==> src/rtl/slpwk_pkg.sv <==
package slpwk_pkg;

  typedef enum logic [2:0] {
    ST_ACTIVE  = 3'd0,
    ST_SLEEP   = 3'd1,
    ST_STARTUP = 3'd2,
    ST_HALT4   = 3'd3,
    ST_RUN_ISR = 3'd4
  } slp_state_e;

  typedef enum logic [1:0] {
    MD_IDLE  = 2'b00,
    MD_QUIET = 2'b01,
    MD_PWRDN = 2'b10,
    MD_STBY  = 2'b11
  } slp_mode_e;

  typedef struct packed {
    logic cpu;
    logic flash;
    logic io;
    logic adc;
    logic osc;
  } clk_gate_t;

  // wake source positions in the source vector
  localparam int SRC_LEVEL = 0;
  localparam int SRC_WDT   = 1;
  localparam int SRC_PIN   = 2;
  localparam int SRC_TIMER = 3;
  localparam int SRC_ADC   = 4;
  localparam int N_SRC     = 5;

  // sources allowed to end a deep (oscillator-off) sleep
  localparam logic [N_SRC-1:0] DEEP_WAKE_MASK = 5'b00111;

  function automatic logic is_deep(slp_mode_e md);
    return md[1];
  endfunction

  function automatic clk_gate_t gate_for(slp_state_e st, slp_mode_e md);
    clk_gate_t g;
    g = '{cpu: 1'b1, flash: 1'b1, io: 1'b1, adc: 1'b1, osc: 1'b1};
    case (st)
      ST_SLEEP: begin
        g.cpu   = 1'b0;
        g.flash = 1'b0;
        case (md)
          MD_IDLE:  g = '{cpu: 1'b0, flash: 1'b0, io: 1'b1, adc: 1'b1, osc: 1'b1};
          MD_QUIET: g = '{cpu: 1'b0, flash: 1'b0, io: 1'b0, adc: 1'b1, osc: 1'b1};
          MD_PWRDN: g = '{cpu: 1'b0, flash: 1'b0, io: 1'b0, adc: 1'b0, osc: 1'b0};
          default:  g = '{cpu: 1'b0, flash: 1'b0, io: 1'b0, adc: 1'b0, osc: 1'b1};
        endcase
      end
      ST_STARTUP: g = '{cpu: 1'b0, flash: 1'b0, io: 1'b0, adc: 1'b0, osc: 1'b1};
      default:    g = '{cpu: 1'b1, flash: 1'b1, io: 1'b1, adc: 1'b1, osc: 1'b1};
    endcase
    return g;
  endfunction

endpackage

==> src/rtl/slpwk_rst_sync.sv <==
module slpwk_rst_sync #(
  parameter int STAGES = 2
) (
  input  logic clk,
  input  logic rst_n_in,
  output logic rst_n_out
);

  logic [STAGES-1:0] sync_q;

  always_ff @(posedge clk or negedge rst_n_in) begin
    if (!rst_n_in) begin
      sync_q <= '0;
    end else begin
      sync_q <= {sync_q[STAGES-2:0], 1'b1};
    end
  end

  assign rst_n_out = sync_q[STAGES-1];

endmodule

==> src/rtl/slpwk_wake_qual.sv <==
module slpwk_wake_qual
  import slpwk_pkg::*;
(
  input  slp_mode_e         mode,
  input  logic [N_SRC-1:0]  src,
  output logic              wake,
  output logic              lvl_only
);

  logic [N_SRC-1:0] hit;
  logic             light;

  assign light = ~is_deep(mode);

  for (genvar i = 0; i < N_SRC; i++) begin : g_src
    assign hit[i] = src[i] & (light | DEEP_WAKE_MASK[i]);
  end

  assign wake = |hit;

  // the level source alone caused the wake (no edge-type source alongside)
  always_comb begin
    logic [N_SRC-1:0] others;
    others           = hit;
    others[SRC_LEVEL] = 1'b0;
    lvl_only         = hit[SRC_LEVEL] & ~|others;
  end

endmodule

==> src/rtl/slpwk_dly_cnt.sv <==
module slpwk_dly_cnt #(
  parameter int W = 8
) (
  input  logic         clk,
  input  logic         rst_n,
  input  logic         load,
  input  logic [W-1:0] load_val,
  input  logic         dec,
  output logic         zero
);

  logic [W-1:0] cnt_q;
  logic [W-1:0] cnt_d;
  logic         cnt_en;

  always_comb begin
    cnt_en = load | dec;
    cnt_d  = cnt_q;
    if (load) begin
      cnt_d = load_val;
    end else if (dec && (cnt_q != '0)) begin
      cnt_d = cnt_q - 1'b1;
    end
  end

  always_ff @(posedge clk or negedge rst_n) begin
    if (!rst_n) begin
      cnt_q <= '0;
    end else if (cnt_en) begin
      cnt_q <= cnt_d;
    end
  end

  assign zero = (cnt_q == '0);

endmodule

==> src/rtl/slpwk_gate_reg.sv <==
module slpwk_gate_reg
  import slpwk_pkg::*;
(
  input  logic       clk,
  input  logic       rst_n,
  input  slp_state_e st_nx,
  input  slp_mode_e  md_nx,
  output clk_gate_t  gate_q
);

  clk_gate_t gate_d;

  assign gate_d = gate_for(st_nx, md_nx);

  always_ff @(posedge clk or negedge rst_n) begin
    if (!rst_n) begin
      gate_q <= '{cpu: 1'b1, flash: 1'b1, io: 1'b1, adc: 1'b1, osc: 1'b1};
    end else begin
      gate_q <= gate_d;
    end
  end

endmodule

==> src/rtl/slpwk_ctrl.sv <==
module slpwk_ctrl
  import slpwk_pkg::*;
#(
  parameter int DLY_W    = 8,
  parameter int SB_DELAY = 6,
  parameter int HALT_CYC = 4
) (
  input  logic             clk,
  input  logic             rst_n,
  input  logic             cfg_wr,
  input  logic             cfg_se,
  input  logic [1:0]       cfg_mode,
  input  logic             sleep_op,
  input  logic [DLY_W-1:0] pd_startup,
  input  logic             wk_level,
  input  logic             wk_wdt,
  input  logic             wk_pin,
  input  logic             wk_timer,
  input  logic             wk_adc,
  input  logic             warm_rst,
  output logic             clk_cpu_en,
  output logic             clk_flash_en,
  output logic             clk_io_en,
  output logic             clk_adc_en,
  output logic             clk_osc_en,
  output logic             cpu_stall,
  output logic             take_irq,
  output logic             restart_vec
);

  localparam logic [DLY_W-1:0] SB_LOAD   = DLY_W'(SB_DELAY - 1);
  localparam logic [DLY_W-1:0] HALT_LOAD = DLY_W'(HALT_CYC - 1);

  logic rst_ns;

  slpwk_rst_sync #(.STAGES(2)) i_rst_sync (
    .clk       (clk),
    .rst_n_in  (rst_n),
    .rst_n_out (rst_ns)
  );

  // control register
  logic      cfg_se_q, cfg_se_d;
  slp_mode_e cfg_mode_q, cfg_mode_d;

  always_comb begin
    cfg_se_d   = cfg_se;
    cfg_mode_d = slp_mode_e'(cfg_mode);
  end

  always_ff @(posedge clk or negedge rst_ns) begin
    if (!rst_ns) begin
      cfg_se_q   <= 1'b0;
      cfg_mode_q <= MD_IDLE;
    end else if (cfg_wr) begin
      cfg_se_q   <= cfg_se_d;
      cfg_mode_q <= cfg_mode_d;
    end
  end

  // wake qualification against the latched sleep mode
  slp_mode_e        mode_q, mode_d;
  logic [N_SRC-1:0] wk_vec;
  logic             wake, lvl_only;

  always_comb begin
    wk_vec            = '0;
    wk_vec[SRC_LEVEL] = wk_level;
    wk_vec[SRC_WDT]   = wk_wdt;
    wk_vec[SRC_PIN]   = wk_pin;
    wk_vec[SRC_TIMER] = wk_timer;
    wk_vec[SRC_ADC]   = wk_adc;
  end

  slpwk_wake_qual i_wake_qual (
    .mode     (mode_q),
    .src      (wk_vec),
    .wake     (wake),
    .lvl_only (lvl_only)
  );

  // shared start-up / halt counter
  logic             cnt_load, cnt_dec, cnt_zero;
  logic [DLY_W-1:0] cnt_val;
  logic [DLY_W-1:0] pd_load;

  assign pd_load = (pd_startup == '0) ? '0 : pd_startup - 1'b1;

  slpwk_dly_cnt #(.W(DLY_W)) i_dly_cnt (
    .clk      (clk),
    .rst_n    (rst_ns),
    .load     (cnt_load),
    .load_val (cnt_val),
    .dec      (cnt_dec),
    .zero     (cnt_zero)
  );

  // sequencer
  slp_state_e state_q, state_d;
  logic       lvl_q, lvl_d, lvl_en;
  logic       mode_en;

  always_comb begin
    state_d  = state_q;
    mode_d   = mode_q;
    mode_en  = 1'b0;
    lvl_d    = lvl_q;
    lvl_en   = 1'b0;
    cnt_load = 1'b0;
    cnt_val  = '0;
    cnt_dec  = 1'b0;
    case (state_q)
      ST_ACTIVE: begin
        if (sleep_op && cfg_se_q) begin
          state_d = ST_SLEEP;
          mode_d  = cfg_mode_q;
          mode_en = 1'b1;
        end
      end
      ST_SLEEP: begin
        if (wake) begin
          lvl_en = 1'b1;
          lvl_d  = lvl_only & is_deep(mode_q);
          cnt_load = 1'b1;
          if (is_deep(mode_q)) begin
            state_d = ST_STARTUP;
            cnt_val = (mode_q == MD_STBY) ? SB_LOAD : pd_load;
          end else begin
            state_d = ST_HALT4;
            cnt_val = HALT_LOAD;
          end
        end
      end
      ST_STARTUP: begin
        if (cnt_zero) begin
          if (lvl_q && !wk_level) begin
            state_d = ST_SLEEP;
          end else begin
            state_d  = ST_HALT4;
            cnt_load = 1'b1;
            cnt_val  = HALT_LOAD;
          end
        end else begin
          cnt_dec = 1'b1;
        end
      end
      ST_HALT4: begin
        if (cnt_zero) begin
          state_d = ST_RUN_ISR;
        end else begin
          cnt_dec = 1'b1;
        end
      end
      ST_RUN_ISR: state_d = ST_ACTIVE;
      default:    state_d = ST_ACTIVE;
    endcase
    if (warm_rst) begin
      state_d  = ST_ACTIVE;
      cnt_load = 1'b0;
      cnt_dec  = 1'b0;
    end
  end

  always_ff @(posedge clk or negedge rst_ns) begin
    if (!rst_ns) begin
      state_q <= ST_ACTIVE;
    end else begin
      state_q <= state_d;
    end
  end

  always_ff @(posedge clk or negedge rst_ns) begin
    if (!rst_ns) begin
      mode_q <= MD_IDLE;
    end else if (mode_en) begin
      mode_q <= mode_d;
    end
  end

  always_ff @(posedge clk or negedge rst_ns) begin
    if (!rst_ns) begin
      lvl_q <= 1'b0;
    end else if (lvl_en) begin
      lvl_q <= lvl_d;
    end
  end

  // registered outputs, decoded from the next state
  clk_gate_t gate_q;
  logic      stall_d, take_d;
  logic      stall_q, take_q, restart_q;

  slpwk_gate_reg i_gate_reg (
    .clk    (clk),
    .rst_n  (rst_ns),
    .st_nx  (state_d),
    .md_nx  (mode_en ? mode_d : mode_q),
    .gate_q (gate_q)
  );

  always_comb begin
    stall_d = (state_d == ST_SLEEP) || (state_d == ST_STARTUP) || (state_d == ST_HALT4);
    take_d  = (state_d == ST_RUN_ISR);
  end

  always_ff @(posedge clk or negedge rst_ns) begin
    if (!rst_ns) begin
      stall_q   <= 1'b0;
      take_q    <= 1'b0;
      restart_q <= 1'b0;
    end else begin
      stall_q   <= stall_d;
      take_q    <= take_d;
      restart_q <= warm_rst;
    end
  end

  assign clk_cpu_en   = gate_q.cpu;
  assign clk_flash_en = gate_q.flash;
  assign clk_io_en    = gate_q.io;
  assign clk_adc_en   = gate_q.adc;
  assign clk_osc_en   = gate_q.osc;
  assign cpu_stall    = stall_q;
  assign take_irq     = take_q;
  assign restart_vec  = restart_q;

endmodule

==> config.mk <==
export PLATFORM = sky130hd
export DESIGN_NAME = slpwk_ctrl
export DESIGN_NICKNAME = d
export VERILOG_FILES = /design/src/rtl/slpwk_pkg.sv /design/src/rtl/slpwk_rst_sync.sv /design/src/rtl/slpwk_wake_qual.sv /design/src/rtl/slpwk_dly_cnt.sv /design/src/rtl/slpwk_gate_reg.sv /design/src/rtl/slpwk_ctrl.sv
export SDC_FILE = /design/constraint.sdc
export NUM_CORES = 1
export LEC_CHECK = 0
export BUFFER_PORTS_ARGS = -buffer_cell sky130_fd_sc_hd__buf_2
export CAP_MARGIN = 25
export CELL_PAD_IN_SITES_DETAIL_PLACEMENT = 0
export CELL_PAD_IN_SITES_GLOBAL_PLACEMENT = 1
export CORE_UTILIZATION = 45
export CTS_CLUSTER_DIAMETER = 120
export CTS_CLUSTER_SIZE = 25
export DETAILED_ROUTE_END_ITERATION = 6
export GPL_TIMING_DRIVEN = 0
export HOLD_SLACK_MARGIN = 0.06
export PLACE_DENSITY = 0.83
export REMOVE_ABC_BUFFERS = 1
export SYNTH_ARGS = -nofsm -noshare
export SYNTH_HDL_FRONTEND = slang
export SYNTH_SLANG_ARGS = --single-unit
==> constraint.sdc <==
create_clock -name clk -period 2.1 [get_ports clk]
set_input_delay 0.315 -clock clk [delete_from_list [all_inputs] [get_ports clk]]
set_output_delay 0.315 -clock clk [all_outputs]
set_load 0.02 [all_outputs]
==> results.cfg <==
[sta]
setup_tns_ns = 0
fin_skew_ns = 0.00494
layout_worst_path_cycle_share_pct = 96.5
period_needed_ns = 2.03
hold_viol_final = 0
setup_viol = 0
relSlewSlack_pct = 36.6
max_freq_mhz = 493
worst_slew_pin_slew_ns = 0.951
drv_slew = 0

[place]
place.gp.congestion = 0.835
portBuffers = 28
hpwl_mm = 2.83
dp.cells = 247

[worst_setup_path]
timing.critical_path.arrival_ns = 2.23
end_kind = flop
path_class = reg -> reg
crit_required_ns = 2.30
cp-start-kind = flop
reg2reg_from = i_dly_cnt.cnt_q[1]$_DFFE_PN0P_
cp_max_fo = 5
cp-startpoint = i_dly_cnt.cnt_q[1]$_DFFE_PN0P_

[global_route]
antenna_found_initial = 0
grt_max_degree = 25
gr-total-overflow = 0
grt_pass1_wl_mm = 6.27
grtUsageTotal_pct = 20.2
grt_pass1_vias = 1375

[clocking]
cts-root-buf = clkbuf_8
cts.sinks = 26
clk_pin_slew_ns = 0.09
cts_tree = yes
insertion_delay_ns = 0.28
numCtsBuffers = 3
cts_max_level = 1
clk_path_buf_depth = 2

[route]
routedWlPerCell_um = 15.4
dr.pass1.iters = 4
first_iter_violations = 95
routed_via_density = 5.73
drc = 0
num_vias = 1462
ant_nets = 0
drt_wl_total_mm = 3.93

[min_path]
min_from = cfg_se
min_path_type = in -> reg

[synthesis]
synth_common_cells = dfrtp_1, nor2_1, nand2_1
synth.largest_area_cell = dfrtp_1
synth_area_leaders = dfrtp_1, dfstp_2, nor2_1
synth_edf_count = 0
ys_ff_latch = 26
synth_cell_types = 53
synthesis.instances = 178
async_reset_ff_share_pct = 100
syn_area_um2 = 1670
synth.most_common_cell = dfrtp_1
synth-seq-area-share_pct = 39.3
yosysTopAreaCellShare_pct = 33.0
avgSynthCellArea_um2 = 9.38
synth-main-ff-cell = dfrtp_1
ys.warnings.count = 0

[finish]
nFillCells = 320
post-route-util_pct = 57.3
final-instance-count-excl-fill = 255
nNetsFinal = 234
drive_gt1_share_pct = 31.1
antenna_cells = 0
area_delta_synth_final_pct = 18.1

[pwr]
vdd_drop_max_uv = 409
p_leak_uw = 0.000827
p_per_area_nw_per_um2 = 940

[floorplanning]
initial_utilization_pct = 48.5
die_h_um = 62.9
fp.dieW_um = 62.9
io_pins = 29
placementRows = 21
die_area_um2 = 3960
fp.coreArea_um2 = 3440

[run]
cap_violations = 0

[run_status]
status = finished, final reports clean
state kept, by name, summed over array words and instances, names as in the netlist:
signal	flops
lvl_q	1
cfg_mode_q	2
state_q	3
cpu_stall	1
mode_q	2
restart_vec	1
i_rst_sync.sync_q	2
i_gate_reg.gate_q	4
take_irq	1
cfg_se_q	1
i_dly_cnt.cnt_q	8
layer usage:
layer	share of wire, %	track usage (%)
met1	42	25.0
met2	53	34.5
met3	2.7	3.47
met4	2.6	8.14
met5	0	0
cells by family (layout without fill, tap and decap cells):
family,Yosys count,count (layout),synth area share (%)
adders and majority gates,3,3,2.25
DFF,26,26,39.3
xor gates and xnor gates,8,8,4.19
muxes,6,6,3.97
AOI/OAI and AO/OA,49,49,21.8
other,1,1,0.225
buffers and inverters,18,49,5.84
and+or+nand+nor,67,67,22.5
layout by cell type (no fill, tap or decap), types with 3 or more instances in the layout:
cell / n
o2111ai_1: 3
nand3_1: 5
xnor2_1: 6
buf_2: 28
nor4_1: 5
a22oi_1: 4
mux2_2: 5
o21ai_0: 3
nand2b_1: 3
inv_1: 12
a21oi_1: 8
clkbuf_8: 3
nor2_1: 17
o211ai_1: 3
nand2_1: 16
buf_4: 3
dfstp_2: 4
or3_1: 3
a21oi_2: 3
dfrtp_1: 22
o21ai_1: 5
per-stage QoR:
stage / power [µW] / area, µm² / setup WS [ns] / hold slack [ns]
detailed placement: 1360 / 1820 / 0.0399 / 0.103
global route: 1960 / 1970 / -0.0223 / 0.267
global placement: 1340 / 1820 / 0.0457 / 0.0998
floorplan: 1190 / 1620 / 0.254 / 0.0194
finish: 1850 / 1970 / 0.0736 / 0.259
CTS: 1790 / 1920 / 0.0603 / 0.262
power by group:
part | total (µW) | switching [µW] | internal (µW)
clock network | 423 | 168 | 255
registers | 771 | 150 | 621
logic | 659 | 350 | 310
what timing repair did:
item / 4_1_cts / 5_1_grt
gates cloned: 0 / 0
hold endpoints to repair: 2 / 0
buffers inserted: 2 / 1
gates resized for setup: 0 / 9
pin swaps: 1 / 0
hold buffers: 1 / 0
endpoints found under the setup margin: 2 / 7
worst max-delay path: stages (launching register included):
cell	delay, ns
dfrtp_1	0.41
inv_1	0.07
ha_2	0.21
or4b_4	0.54
a211oi_4	0.25
o31a_2	0.19
and3_4	0.21
a22oi_1	0.06
layout make-up:
cell class                      count  area (µm²)  area share (%)
Multi-Input combinational cell    134         967            49.0
Sequential cell                    26         656            33.2
Timing Repair Buffer               32         173            8.75
Tap cell                           46        57.6            2.92
Inverter                           13        48.8            2.47
Clock buffer                        3        41.3            2.09
Clock inverter                      1        30.0            1.52
path summary, 6_finish.rpt:
check,slack [ns],cells after the start,end
hold / removal,0.26,2,cfg_se_q$_DFFE_PN0P_
setup reg to reg,0.07,7,i_gate_reg.gate_q[2]$_DFF_PN1_
hold reg to reg,0.36,0,i_rst_sync.sync_q[1]$_DFF_PN0_
max in group asynchronous,1.13,0,cpu_stall$_DFF_PN0_
min in group asynchronous,0.34,2,i_rst_sync.sync_q[1]$_DFF_PN0_
setup / recovery,0.07,7,i_gate_reg.gate_q[2]$_DFF_PN1_
Note: power is estimated with default switching activity, not from simulation.
